==> src/rtl/csr_pkg.sv <==
`timescale 1ns/1ps
package csr_pkg;
  localparam int NFLAG    = 4;
  localparam int BIT_ERR  = 15;
  localparam int BIT_BABL = 14;
  localparam int BIT_MERR = 11;
  localparam int BIT_IEN  = 1;
  localparam int BIT_STOP = 0;
  // flag index order: babble, collision, missed, memory
  localparam logic [NFLAG-1:0] IRQ_CAP = 4'b1101;

  function automatic int flag_bit(input int idx);
    return BIT_BABL - idx;
  endfunction
endpackage

==> src/rtl/csr_sticky_flag.sv <==
`timescale 1ns/1ps
module csr_sticky_flag (
  input  logic clk,
  input  logic rst,
  input  logic set_i,
  input  logic clr_i,
  input  logic kill_i,
  output logic q_o
);
  // stop clear beats event; event beats host clear
  always_ff @(posedge clk) begin
    if (rst || kill_i)  q_o <= 1'b0;
    else if (set_i)     q_o <= 1'b1;
    else if (clr_i)     q_o <= 1'b0;
  end
endmodule

==> src/rtl/csr_ptr_reg.sv <==
`timescale 1ns/1ps
module csr_ptr_reg #(
  parameter int SEL_W = 2
) (
  input  logic             clk,
  input  logic             rst,
  input  logic             wr_en,
  input  logic [SEL_W-1:0] wdata,
  output logic [SEL_W-1:0] sel_o
);
  always_ff @(posedge clk) begin
    if (rst)        sel_o <= '0;
    else if (wr_en) sel_o <= wdata;
  end
endmodule

==> src/rtl/csr_store_bank.sv <==
`timescale 1ns/1ps
module csr_store_bank #(
  parameter int DATA_W  = 16,
  parameter int NUM_CSR = 4,
  localparam int SEL_W  = $clog2(NUM_CSR)
) (
  input  logic                                clk,
  input  logic                                rst,
  input  logic                                wr_en,
  input  logic [SEL_W-1:0]                    sel,
  input  logic [DATA_W-1:0]                   wdata,
  output logic [NUM_CSR-1:1][DATA_W-1:0]      words_o
);
  for (genvar i = 1; i < NUM_CSR; i++) begin : g_word
    always_ff @(posedge clk) begin
      if (rst)                                 words_o[i] <= '0;
      else if (wr_en && sel == SEL_W'(i))      words_o[i] <= wdata;
    end
  end
endmodule

==> src/rtl/csr_main_reg.sv <==
`timescale 1ns/1ps
module csr_main_reg
  import csr_pkg::*;
#(
  parameter int DATA_W = 16
) (
  input  logic              clk,
  input  logic              rst,
  input  logic              wr_en,
  input  logic [DATA_W-1:0] wdata,
  input  logic [NFLAG-1:0]  ev_i,
  output logic [DATA_W-1:0] word_o,
  output logic [NFLAG-1:0]  flags_o,
  output logic              ien_o,
  output logic              irq_o
);
  logic stop_q;
  logic stop_req;
  logic summary;
  logic unused_wbits;

  assign stop_req = wr_en & wdata[BIT_STOP];

  for (genvar g = 0; g < NFLAG; g++) begin : g_flag
    csr_sticky_flag u_flag (
      .clk    (clk),
      .rst    (rst),
      .set_i  (ev_i[g]),
      .clr_i  (wr_en & wdata[flag_bit(g)]),
      .kill_i (stop_req),
      .q_o    (flags_o[g])
    );
  end

  always_ff @(posedge clk) begin
    if (rst) begin
      stop_q <= 1'b1;
      ien_o  <= 1'b0;
    end else if (wr_en) begin
      stop_q <= wdata[BIT_STOP];
      ien_o  <= wdata[BIT_IEN];
    end
  end

  assign summary = |flags_o;
  assign irq_o   = ien_o & |(flags_o & IRQ_CAP);

  always_comb begin
    word_o           = '0;
    word_o[BIT_ERR]  = summary;
    for (int i = 0; i < NFLAG; i++) word_o[flag_bit(i)] = flags_o[i];
    word_o[BIT_IEN]  = ien_o;
    word_o[BIT_STOP] = stop_q;
  end

  assign unused_wbits = ^{wdata[DATA_W-1:BIT_ERR], wdata[BIT_MERR-1:BIT_IEN+1]};
endmodule

==> src/rtl/ctl_status_regs.sv <==
`timescale 1ns/1ps
module ctl_status_regs
  import csr_pkg::*;
#(
  parameter int DATA_W  = 16,
  parameter int NUM_CSR = 4
) (
  input  logic              clk,
  input  logic              rst,
  input  logic              host_sel,
  input  logic              host_wr,
  input  logic              host_rd,
  input  logic [DATA_W-1:0] host_wdata,
  output logic [DATA_W-1:0] host_rdata,
  input  logic              ev_babble,
  input  logic              ev_coll,
  input  logic              ev_miss,
  input  logic              ev_mem,
  output logic              irq
);
  localparam int SEL_W = $clog2(NUM_CSR);

  logic [SEL_W-1:0]                 ptr_q;
  logic                             wr_ptr, wr_dat, wr_c0;
  logic [NFLAG-1:0]                 ev_vec;
  logic [NFLAG-1:0]                 flags;
  logic                             ien;
  logic [DATA_W-1:0]                c0_word;
  logic [NUM_CSR-1:1][DATA_W-1:0]   bank_words;
  logic [NUM_CSR-1:0][DATA_W-1:0]   all_words;

  assign wr_ptr = host_wr & ~host_sel;
  assign wr_dat = host_wr &  host_sel;
  assign wr_c0  = wr_dat & (ptr_q == '0);
  assign ev_vec = {ev_mem, ev_miss, ev_coll, ev_babble};

  csr_ptr_reg #(.SEL_W(SEL_W)) u_ptr (
    .clk   (clk),
    .rst   (rst),
    .wr_en (wr_ptr),
    .wdata (host_wdata[SEL_W-1:0]),
    .sel_o (ptr_q)
  );

  csr_main_reg #(.DATA_W(DATA_W)) u_main (
    .clk     (clk),
    .rst     (rst),
    .wr_en   (wr_c0),
    .wdata   (host_wdata),
    .ev_i    (ev_vec),
    .word_o  (c0_word),
    .flags_o (flags),
    .ien_o   (ien),
    .irq_o   (irq)
  );

  csr_store_bank #(.DATA_W(DATA_W), .NUM_CSR(NUM_CSR)) u_bank (
    .clk     (clk),
    .rst     (rst),
    .wr_en   (wr_dat),
    .sel     (ptr_q),
    .wdata   (host_wdata),
    .words_o (bank_words)
  );

  always_comb begin
    all_words[0] = c0_word;
    for (int i = 1; i < NUM_CSR; i++) all_words[i] = bank_words[i];
  end

  always_ff @(posedge clk) begin
    if (rst)          host_rdata <= '0;
    else if (host_rd) host_rdata <= host_sel ? all_words[ptr_q] : DATA_W'(ptr_q);
  end
endmodule

==> config.mk <==
export PLATFORM = sky130hd
export DESIGN_NAME = ctl_status_regs
export DESIGN_NICKNAME = d
export VERILOG_FILES = /design/src/rtl/csr_pkg.sv /design/src/rtl/csr_sticky_flag.sv /design/src/rtl/csr_ptr_reg.sv /design/src/rtl/csr_store_bank.sv /design/src/rtl/csr_main_reg.sv /design/src/rtl/ctl_status_regs.sv
export SDC_FILE = /design/constraint.sdc
export NUM_CORES = 1
export LEC_CHECK = 0
export CAP_MARGIN = 20
export CORE_MARGIN = 1
export CORE_UTILIZATION = 38
export DETAILED_ROUTE_END_ITERATION = 16
export DONT_BUFFER_PORTS = 1
export PLACE_DENSITY = 0.62
export SLEW_MARGIN = 25
export SYNTH_ARGS = -nofsm -noshare
export SYNTH_HDL_FRONTEND = slang
export SYNTH_SLANG_ARGS = --single-unit
export TNS_END_PERCENT = 10
==> constraint.sdc <==
create_clock -name clk -period 3.3 [get_ports clk]
set_clock_uncertainty 0.15 [all_clocks]
set_input_delay 0.33 -clock clk [delete_from_list [all_inputs] [get_ports clk]]
set_output_delay 0.33 -clock clk [all_outputs]
set_load 0.005 [all_outputs]
==> metrics.md, run 1 <==
| Metric | Value |
|---|---|
| Gate Count Post-Synth | 347 |
| Most numerous cell in the Yosys netlist | nand2_1 |
| Routed vias/inst | 5.29 |
| Register area share after synthesis | 47.3% |
| Post-synth EDFFs | 0 |
| Total Routed Length | 7.51 mm |
| Root Driver | clkbuf_8 |
| Crit start category | flop |
| Slowest cell delay on critical path | 790 ps |
| Total track usage | 19.1% |
| Leading area contributor after synthesis | dfxtp_1 |
| Worst slew pin tran | 884 ps |
| Min Tclk post-route | 2590 ps |
| RSZ-0062 raised after global routing | no |
| Hold Violations, Final | 0 |
| Critical path, cell by cell | and4_1 > nand2_1 > a21oi_1 > dlygate4sd3_1 |
| Chip width | 91.6 um |
| Gpl congestion | 0.733 |
| Via count | 2449 |
| Cell Area, Synth | 3050 sq um |
| Number of distinct library cells after synthesis | 37 |
| Ant. Diodes | 0 |
| Leak | 1.16 nW |
| Final nets | 382 |
| Share of cells above drive strength 1 | 8.31% |
| # clock sinks | 72 |
| Worst-skew pair later-pin latency | 340 ps |
| Setup TNS | 0 ps |
| Final slew viol count | 0 |
| Crit end category | flop |
| Largest family of logic cells by synthesized area | simple AND/OR/NAND/NOR gates |
| Total gr overflow | 0 |
| Simple-Gate Fraction of Synth Area | 19.4% |
| First-pass GRT wire length | 12.4 mm |
| CTS tree | built |
| Die Footprint | 8380 sq um |
| DPL Wire Length | 4.40 mm |
| Setup Viol. Count Final | 0 |
| DRC Markers | 0 |
| Post-synthesis mux area share | 8.66% |
| Critical path type | reg -> reg |
| Adder-cell share of the synthesized area | 0% |
| Ys flop type | dfxtp_1 |
| Clock Pin Slew Worst Setup and Hold Paths | 70 ps |
| Placed insts | 423 |
| #FFs+latches synth | 72 |
| Core area | 7730 sq um |
| Register-to-register setup slack | 710 ps |
| HP Class | in -> reg |
| Worst Path Arrival | 2730 ps |
| Period utilization | 78.6% |
| Vias in the first global route | 2431 |
| Post-CTS Setup Bufs | 0 |
| Post-cts hold buffer count | 25 |
| Starting Density | 39.4% |
| Worst VDD drop | 0.178 mV |
| Post-DR wirelength/cell | 16.2 um |
| Post-synth net total | 372 |
| Drt initial violations | 145 |
| Die height | 91.6 um |
| Yosys top cell area share | 47.3% |
| List of most frequent post-synthesis cells | nand2_1, dfxtp_1, a21oi_1 |
| WP data required | 3440 ps |
| Post_cts resized | 0 |
| Mean post-synth cell area | 8.78 sq um |
| Rows | 32 |
| Area growth syn-to-layout | 13.4% |
| Router iterations before antenna repair | 5 |
| Ranking of synthesized cells by area | dfxtp_1, nand2_1, a21oi_1 |
| Post-DRT Antenna Nets | 0 |
| Post-synthesis xor/xnor area fraction | 0% |
| Outcome | complete, no violations |
| Clock Path Buffers | 2 |
| Largest net degree at the start of global routing | 69 |
| Fill count | 764 |
| Power density over cell area | 459 nW/um^2 |
| Synth Area in Compound Gates | 17.9% |
| CTS H-tree lvls | 3 |
| CTS Buf Count | 9 |
| Max Cap Viol | 0 |
| Fmax | 386 MHz |
| IO Count | 42 |
| Post-synth ARST share | 0% |
| Final Non-Filler Cells | 463 |
| Crit-path slowest cell | dfxtp_1 |
| Initial antenna violation count | 0 |
| Total number of yosys warnings | 0 |
| Port Buffer Count | 0 |
| Relative slew margins | 41.0% |
| Top fanout value on the critical path | 20 |
critical path, delay by kind of cell, from the launching register on:
| family | cells | cell delay [ps] |
|---|---|---|
| AO/OA/AOI/OAI | 1 | 150 |
| buffers and inverters | 1 | 550 |
| flip-flops | 1 | 790 |
| AND/OR/NAND/NOR | 2 | 890 |
cell usage in the layout (no fill, tap or decap), types with 2 or more instances in the layout:
cell / n
o32ai_1: 11
mux2_2: 10
nand2b_1: 4
mux4_1: 3
clkbuf_8: 9
dlygate4sd3_1: 24
a21oi_1: 52
o21a_1: 4
inv_1: 15
mux2i_1: 5
dfxtp_1: 72
o21ai_0: 3
nor2_1: 5
or3_1: 2
a22oi_1: 9
and4b_1: 2
clkbuf_1: 5
buf_4: 2
nand3_1: 4
a21boi_1: 4
nor2b_1: 2
and3b_1: 2
nand2_1: 96
flip-flops by register name, summed over array words and instances (netlist names):
name                      count
host_rdata                   16
u_main.stop_q                 1
u_main.g_flag.u_flag.q_o      4
u_bank.words_o               48
u_main.ien_o                  1
u_ptr.sel_o                   2
cells by family after synthesis:
kind of cell,count (synthesis)
buffers and inverters,43
muxes,19
AOI/OAI and AO/OA,88
and+or+nand+nor,125
DFF,72
power by group:
group | internal (mW) | switching [mW] | total, mW
registers | 0.884 | 0.0152 | 0.899
clock network | 0.269 | 0.299 | 0.568
logic | 0.0559 | 0.0614 | 0.117
through the flow:
step / hold WS (ps) / util (%) / total power, mW / setup WS, ps / area (sq um)
after detailed placement: 260 / 39.3 / 0.986 / 1140 / 3040
final: 9.92 / 44.7 / 1.58 / 707 / 3460
after CTS: 4.12 / 44.7 / 1.59 / 741 / 3460
after global routing: 12.8 / 44.7 / 1.64 / 473 / 3460
after floorplan: 282 / - / 0.991 / 1800 / 3050
after global placement: 258 / 39.3 / 0.985 / 1170 / 3040
layout make-up:
| type | count | area [sq um] | area share [%] |
|---|---|---|---|
| clock buffer | 14 | 143 | 4.13 |
| clock inverter | 1 | 5.00 | 0.145 |
| inverter | 15 | 56.3 | 1.63 |
| multi-input combinational | 232 | 1400 | 40.5 |
| sequential | 72 | 1440 | 41.7 |
| tap | 102 | 128 | 3.69 |
| timing repair buffer | 27 | 283 | 8.18 |
final timing paths:
check / cells past startpoint / from / endpoint
setup / recovery: 4 / u_ptr.sel_o[0]$_SDFFE_PP0P_ / u_bank.words_o[42]$_SDFFE_PP0P_
hold / removal: 2 / host_rd / host_rdata[11]$_SDFFE_PP0P_
setup reg to reg: 4 / u_ptr.sel_o[0]$_SDFFE_PP0P_ / u_bank.words_o[42]$_SDFFE_PP0P_
hold reg to reg: 2 / u_bank.words_o[41]$_SDFFE_PP0P_ / u_bank.words_o[41]$_SDFFE_PP0P_
per-layer routing:
layer / global-route usage [%] / part of all wire (%) / up-vias
met5: 0 / 0 / -
met4: 8.20 / 1.5 / 0
met3: 4.36 / 4.9 / 10
met2: 30.0 / 47 / 53
met1: 24.9 / 47 / 1176
li1: - / - / 1210
(Power assumes the default switching activity.)
==> inputs of run 2 (changes only) <==
clock period = 2.4 ns   (was 3.3 ns; I/O delays follow)
==> run 2 against run 1 <==
Against the previous run:
- routed wire length rose by 0.93%
- register-to-register slack got worse by 560 ps
- sequential cell count did not move
- fmax rose by 15%
- first-iteration DRC count rose by 17%
- worst setup slack got worse by 560 ps
- sequential share of layout area fell by 1.4 points
- non-clock buffer count rose by 5
- clock-buffer cell count fell by 2
- critical path type unchanged
- largest cell class unchanged
==> metrics.md, run 2 (synthesized netlist as in run 1, its figures left out) <==
| Metric | Value |
|---|---|
| Port Buffer Count | 0 (unchanged) |
| Clock Pin Slew Worst Setup and Hold Paths | 70 ps (about the same) |
| Worst-skew pair later-pin latency | 340 ps (about the same) |
| Total track usage | 19.0% (-0.058 points) |
| HP Class | in -> reg |
| Vias in the first global route | 2376 (-2.3%) |
| Share of cells above drive strength 1 | 10.9% (+2.6 points) |
| Post-CTS Setup Bufs | 0 (unchanged) |
| First-pass GRT wire length | 12.3 mm (-0.84%) |
| Router iterations before antenna repair | 4 (-1) |
| Hold Violations, Final | 0 (unchanged) |
| Period utilization | 93.9% (+15 points) |
| IO Count | 42 (unchanged) |
| DRC Markers | 0 (unchanged) |
| Worst VDD drop | 0.227 mV (+27%) |
| Placed insts | 428 (+1.2%) |
| Gpl congestion | 0.752 (+2.6%) |
| Post-DR wirelength/cell | 16.2 um (-0.15%) |
| Via count | 2470 (+0.86%) |
| Clock Path Buffers | 2 (unchanged) |
| CTS Buf Count | 9 (unchanged) |
| Drt initial violations | 169 (+17%) |
| Die height | 91.6 um (unchanged) |
| Leak | 1.23 nW (+5.6%) |
| Most common cell after layout, fill and taps aside | nand2_1 |
| Total gr overflow | 0 (unchanged) |
| Power density over cell area | 690 nW/um^2 (+50%) |
| Ant. Diodes | 0 (unchanged) |
| Outcome | complete, no violations |
| Rows | 32 (unchanged) |
| Top reg by flops | u_bank.words_o |
| Post-DRT Antenna Nets | 0 (unchanged) |
| DPL Wire Length | 4.71 mm (+7.1%) |
| Crit start category | flop |
| Chip width | 91.6 um (unchanged) |
| Final Non-Filler Cells | 468 (+1.1%) |
| WP data required | 2470 ps (-970 ps) |
| Worst slew pin tran | 805 ps (-78.8 ps) |
| Biggest regs | u_bank.words_o x48, host_rdata x16, u_main.g_flag.u_flag.q_o x4 |
| CTS tree | built |
| Root Driver | clkbuf_8 |
| CTS H-tree lvls | 3 (unchanged) |
| Largest net degree at the start of global routing | 70 (+1.4%) |
| RSZ-0062 raised after global routing | no |
| Starting Density | 39.4% (unchanged) |
| Max reg flops | 48 (unchanged) |
| Critical path type | reg -> reg |
| Setup TNS | 0 ps (unchanged) |
| Setup Viol. Count Final | 0 (unchanged) |
| Final nets | 387 (+1.3%) |
| Commonest cells after routing, fill and taps aside | nand2_1, dfxtp_1, a21oi_1 |
| Fmax | 444 MHz (+15%) |
| Relative slew margins | 46.2% (+5.3 points) |
| Initial antenna violation count | 0 (unchanged) |
| # clock sinks | 72 (unchanged) |
| Top fanout value on the critical path | 16 (-20%) |
| Final slew viol count | 0 (unchanged) |
| Total Routed Length | 7.58 mm (+0.93%) |
| Min Tclk post-route | 2250 ps (-339 ps) |
| Area growth syn-to-layout | 17.3% |
| Core area | 7730 sq um (unchanged) |
| Worst Path Arrival | 2320 ps (-410 ps) |
| Crit end category | flop |
| Max Cap Viol | 0 (unchanged) |
| Die Footprint | 8380 sq um (unchanged) |
| Routed vias/inst | 5.28 (-0.22%) |
[run 2: cell types whose count changed in the layout (fill, tap and decap cells not counted)]
cell / previous run / this run
buf_4: 2 / 7
clkbuf_1: 5 / 1
bufinv_16: 0 / 2
clkbuf_8: 9 / 11
and4b_1: 2 / 1
and4b_2: 0 / 1
nand4b_2: 1 / 0
nand4b_4: 1 / 2
[run 2: per-stage QoR]
| stage | cell area (sq um) | util (%) | hold slack [ps] | total power [mW] | setup WS, ps |
|---|---|---|---|---|---|
| 6_report | 3580 | 46.3 | 24.5 | 2.47 | 146 |
| 5_1_grt | 3580 | 46.3 | 26.0 | 2.55 | 21.3 |
| 4_1_cts | 3570 | 46.1 | 14.8 | 2.48 | 40.2 |
| 3_5_place_dp | 3080 | 39.8 | 170 | 1.36 | 538 |
| 3_3_place_gp | 3080 | 39.8 | 170 | 1.36 | 616 |
| 2_1_floorplan | 3050 | - | 214 | 1.36 | 904 |
[run 2: layout make-up]
| class | count | area (sq um) |
|---|---|---|
| inverters | 15 | 56.3 |
| flip-flops and latches | 72 | 1440 |
| multi-input cells | 232 | 1410 |
| repair buffers | 32 | 320 |
| well taps | 102 | 128 |
| clock buffers | 12 | 155 |
| fillers | 727 | 4150 |
| clock inverters | 3 | 65.1 |
[run 2: report_power, final]
part / switching (mW) / leakage (nW) / internal [mW] / total [mW]
clock: 0.426 / 0.112 / 0.636 / 1.06
combinational: 0.0924 / 0.532 / 0.0796 / 0.172
sequential: 0.0173 / 0.583 / 1.22 / 1.23
[run 2: what timing repair did]
item,CTS,global route
resized for setup,0,2
hold endpoints to repair,72,0
setup endpoints to repair,0,1
hold buffers,25,0
[run 2: critical path: stages (launching register included)]
cell	delay, ps
dfxtp_1	690
buf_4	280
mux4_1	310
nand3_1	100
dlygate4sd3_1	560
a21oi_1	60
[run 2: metal layers]
layer	track usage [%]	vias to the layer above	wire [um]
li1	-	1225	-
met1	24.9	1186	3510
met2	30.4	55	3670
met3	4.52	4	346
met4	6.75	0	53
met5	0	-	0
[run 2: path summary, 6_finish.rpt]
path	startpoint	to	slack [ps]	cells after the start
setup / recovery	u_ptr.sel_o[1]$_SDFFE_PP0P_	host_rdata[13]$_SDFFE_PP0P_	150	5
hold / removal	host_sel	host_rdata[1]$_SDFFE_PP0P_	20	3
setup reg to reg	u_ptr.sel_o[1]$_SDFFE_PP0P_	host_rdata[13]$_SDFFE_PP0P_	150	5
hold reg to reg	u_bank.words_o[29]$_SDFFE_PP0P_	u_bank.words_o[29]$_SDFFE_PP0P_	300	2
==> inputs of run 3 (changes only) <==
ABC_CLOCK_PERIOD_IN_PS = 2400   (was default)
CELL_PAD_IN_SITES_DETAIL_PLACEMENT = 1   (was default)
CELL_PAD_IN_SITES_GLOBAL_PLACEMENT = 1   (was default)
PLACE_DENSITY = 0.75   (was 0.62)
==> run 3 against run 2 <==
Against the previous run:
- critical path depth up 1
- fmax about the same
- final area shrank 0.84%
- final cell count up 0.43%
- routed wire length rose by 8.8%
- register-to-register slack about the same
- critical path type unchanged
- critical endpoint is now u_bank.words_o[39]$_SDFFE_PP0P_
- largest cell class unchanged
==> metrics.md, run 3 (synthesized netlist as in run 1, its figures left out) <==
| Metric | Value |
|---|---|
| Drt initial violations | 87 (-49%) |
| Hold Violations, Final | 0 (unchanged) |
| Port Buffer Count | 0 (unchanged) |
| Worst Path Arrival | 2350 ps (+30 ps) |
| Starting Density | 39.4% (unchanged) |
| Leak | 1.22 nW (-0.30%) |
| Via count | 2503 (+1.3%) |
| Area growth syn-to-layout | 16.3% |
| Total track usage | 21.6% (+2.6 points) |
| Most common cell after layout, fill and taps aside | nand2_1 |
| Top reg by flops | u_bank.words_o |
| Power density over cell area | 663 nW/um^2 (-3.9%) |
| HP Class | in -> reg |
| Worst slew pin tran | 888 ps (+83.4 ps) |
| Placed insts | 431 (+0.70%) |
| Commonest cells after routing, fill and taps aside | nand2_1, dfxtp_1, a21oi_1 |
| CTS tree | built |
| CTS Buf Count | 9 (unchanged) |
| Final slew viol count | 0 (unchanged) |
| Crit start category | flop |
| Router iterations before antenna repair | 4 (unchanged) |
| Final Non-Filler Cells | 470 (+0.43%) |
| Top fanout value on the critical path | 16 (unchanged) |
| Total Routed Length | 8.24 mm (+8.8%) |
| Switch share | 23.7% (+2.0 points) |
| Post-DR wirelength/cell | 17.5 um (+8.3%) |
| FF+latch area | 1440 sq um (about the same) |
| Seq pwr share | 52.5% (+2.5 points) |
| IO Count | 42 (unchanged) |
| Max Cap Viol | 0 (unchanged) |
| Clock Pin Slew Worst Setup and Hold Paths | 80 ps (about the same) |
| Switching power | 0.558 mW (+4.2%) |
| Max reg flops | 48 (unchanged) |
| RSZ-0062 raised after global routing | no |
| Crit end category | flop |
| Core area | 7730 sq um (unchanged) |
| Worst VDD drop | 0.240 mV (+5.6%) |
| Biggest regs | u_bank.words_o x48, host_rdata x16, u_main.g_flag.u_flag.q_o x4 |
| Fmax | 444 MHz (about the same) |
| # clock sinks | 72 (unchanged) |
| DPL Wire Length | 5.18 mm (+9.8%) |
| Rows | 32 (unchanged) |
| Fill count | 903 (+24%) |
| Largest net degree at the start of global routing | 70 (unchanged) |
| Post-CTS Setup Bufs | 0 (unchanged) |
| Routed vias/inst | 5.33 (+0.90%) |
| Total power draw | 2.35 mW (-4.7%) |
| Share of cells above drive strength 1 | 11.7% (+0.76 points) |
| Post-DRT Antenna Nets | 0 (unchanged) |
| Outcome | complete, no violations |
| DRC Markers | 0 (unchanged) |
| Root Driver | clkbuf_8 |
| First-pass GRT wire length | 13.7 mm (+11%) |
| Comb pwr share | 7.3% (+0.3 points) |
| Pint | 1.79 mW (-7.2%) |
| Multi-input logic area | 1400 sq um (-0.71%) |
| Initial antenna violation count | 0 (unchanged) |
| Total gr overflow | 0 (unchanged) |
| Vias in the first global route | 2635 (+11%) |
| Clock Path Buffers | 2 (unchanged) |
| Die Footprint | 8380 sq um (unchanged) |
| Min Tclk post-route | 2250 ps (-1.45 ps) |
| Critical path type | reg -> reg |
| Hold slack final | 11.4 ps (-13.2 ps) |
| Setup Viol. Count Final | 0 (unchanged) |
| Layout Utilization | 45.9% (-0.39 points) |
| Chip width | 91.6 um (unchanged) |
| CTS H-tree lvls | 3 (unchanged) |
| Final nets | 389 (+0.52%) |
| Gpl congestion | 0.753 (+0.19%) |
| WP data required | 2500 ps (+30 ps) |
| Period utilization | 93.9% (about the same) |
| Relative slew margins | 40.6% (-5.6 points) |
| Clock group share of total power | 40.2% (-2.8 points) |
| Die height | 91.6 um (unchanged) |
| Setup TNS | 0 ps (unchanged) |
| Ant. Diodes | 0 (unchanged) |
| Worst-skew pair later-pin latency | 350 ps (about the same) |
## run 3: power by group through the flow
stage,sequential [mW],clock (mW),combinational (mW)
after floorplan,1.25,0,0.111
after global placement,1.26,0,0.0963
after detailed placement,1.26,0,0.0993
after CTS,1.23,0.967,0.171
after global routing,1.24,1.02,0.185
final,1.24,0.945,0.171
## run 3: stage by stage
stage / area, sq um / worst slack, ps
final: 3550 / 147
after global routing: 3550 / 1.29
after CTS: 3540 / 50.5
after detailed placement: 3100 / 513
after global placement: 3100 / 518
after floorplan: 3050 / 904
## run 3: layout make-up
type / count / share of cell area (%)
multi-input combinational: 232 / 39.5
inverter: 15 / 1.59
tap: 102 / 3.60
timing repair buffer: 34 / 9.39
clock buffer: 11 / 3.99
sequential: 72 / 40.7
clock inverter: 4 / 1.27
## run 3: worst max-delay path, cell delays in order (launching register included)
cell	delay [ps]
dfxtp_1	520
buf_4	290
nand4_2	250
buf_4	250
nand2_1	60
a21oi_1	50
dlygate4sd3_1	550
## run 3: layer usage
| layer | wire length, um | share of wire (%) | GRT usage, % |
|---|---|---|---|
| met5 | 0 | 0 | 0 |
| met4 | 170 | 2.1 | 8.99 |
| met3 | 349 | 4.2 | 5.70 |
| met2 | 3960 | 48 | 35.2 |
| met1 | 3760 | 46 | 26.9 |
## run 3: timing repair
action,CTS,global route
hold endpoints to repair,72,0
endpoints found under the setup margin,0,1
gates resized for setup,0,1
hold buffers,24,0
## run 3: worst paths after layout
| kind | start | endpoint | slack, ps | cells after the start |
|---|---|---|---|---|
| worst max-delay path | u_ptr.sel_o[0]$_SDFFE_PP0P_ | u_bank.words_o[39]$_SDFFE_PP0P_ | 150 | 6 |
| worst min-delay path | host_sel | u_ptr.sel_o[0]$_SDFFE_PP0P_ | 10 | 3 |
| worst min register to register | u_bank.words_o[26]$_SDFFE_PP0P_ | u_bank.words_o[26]$_SDFFE_PP0P_ | 310 | 2 |
| worst max register to register | u_ptr.sel_o[0]$_SDFFE_PP0P_ | u_bank.words_o[39]$_SDFFE_PP0P_ | 150 | 6 |
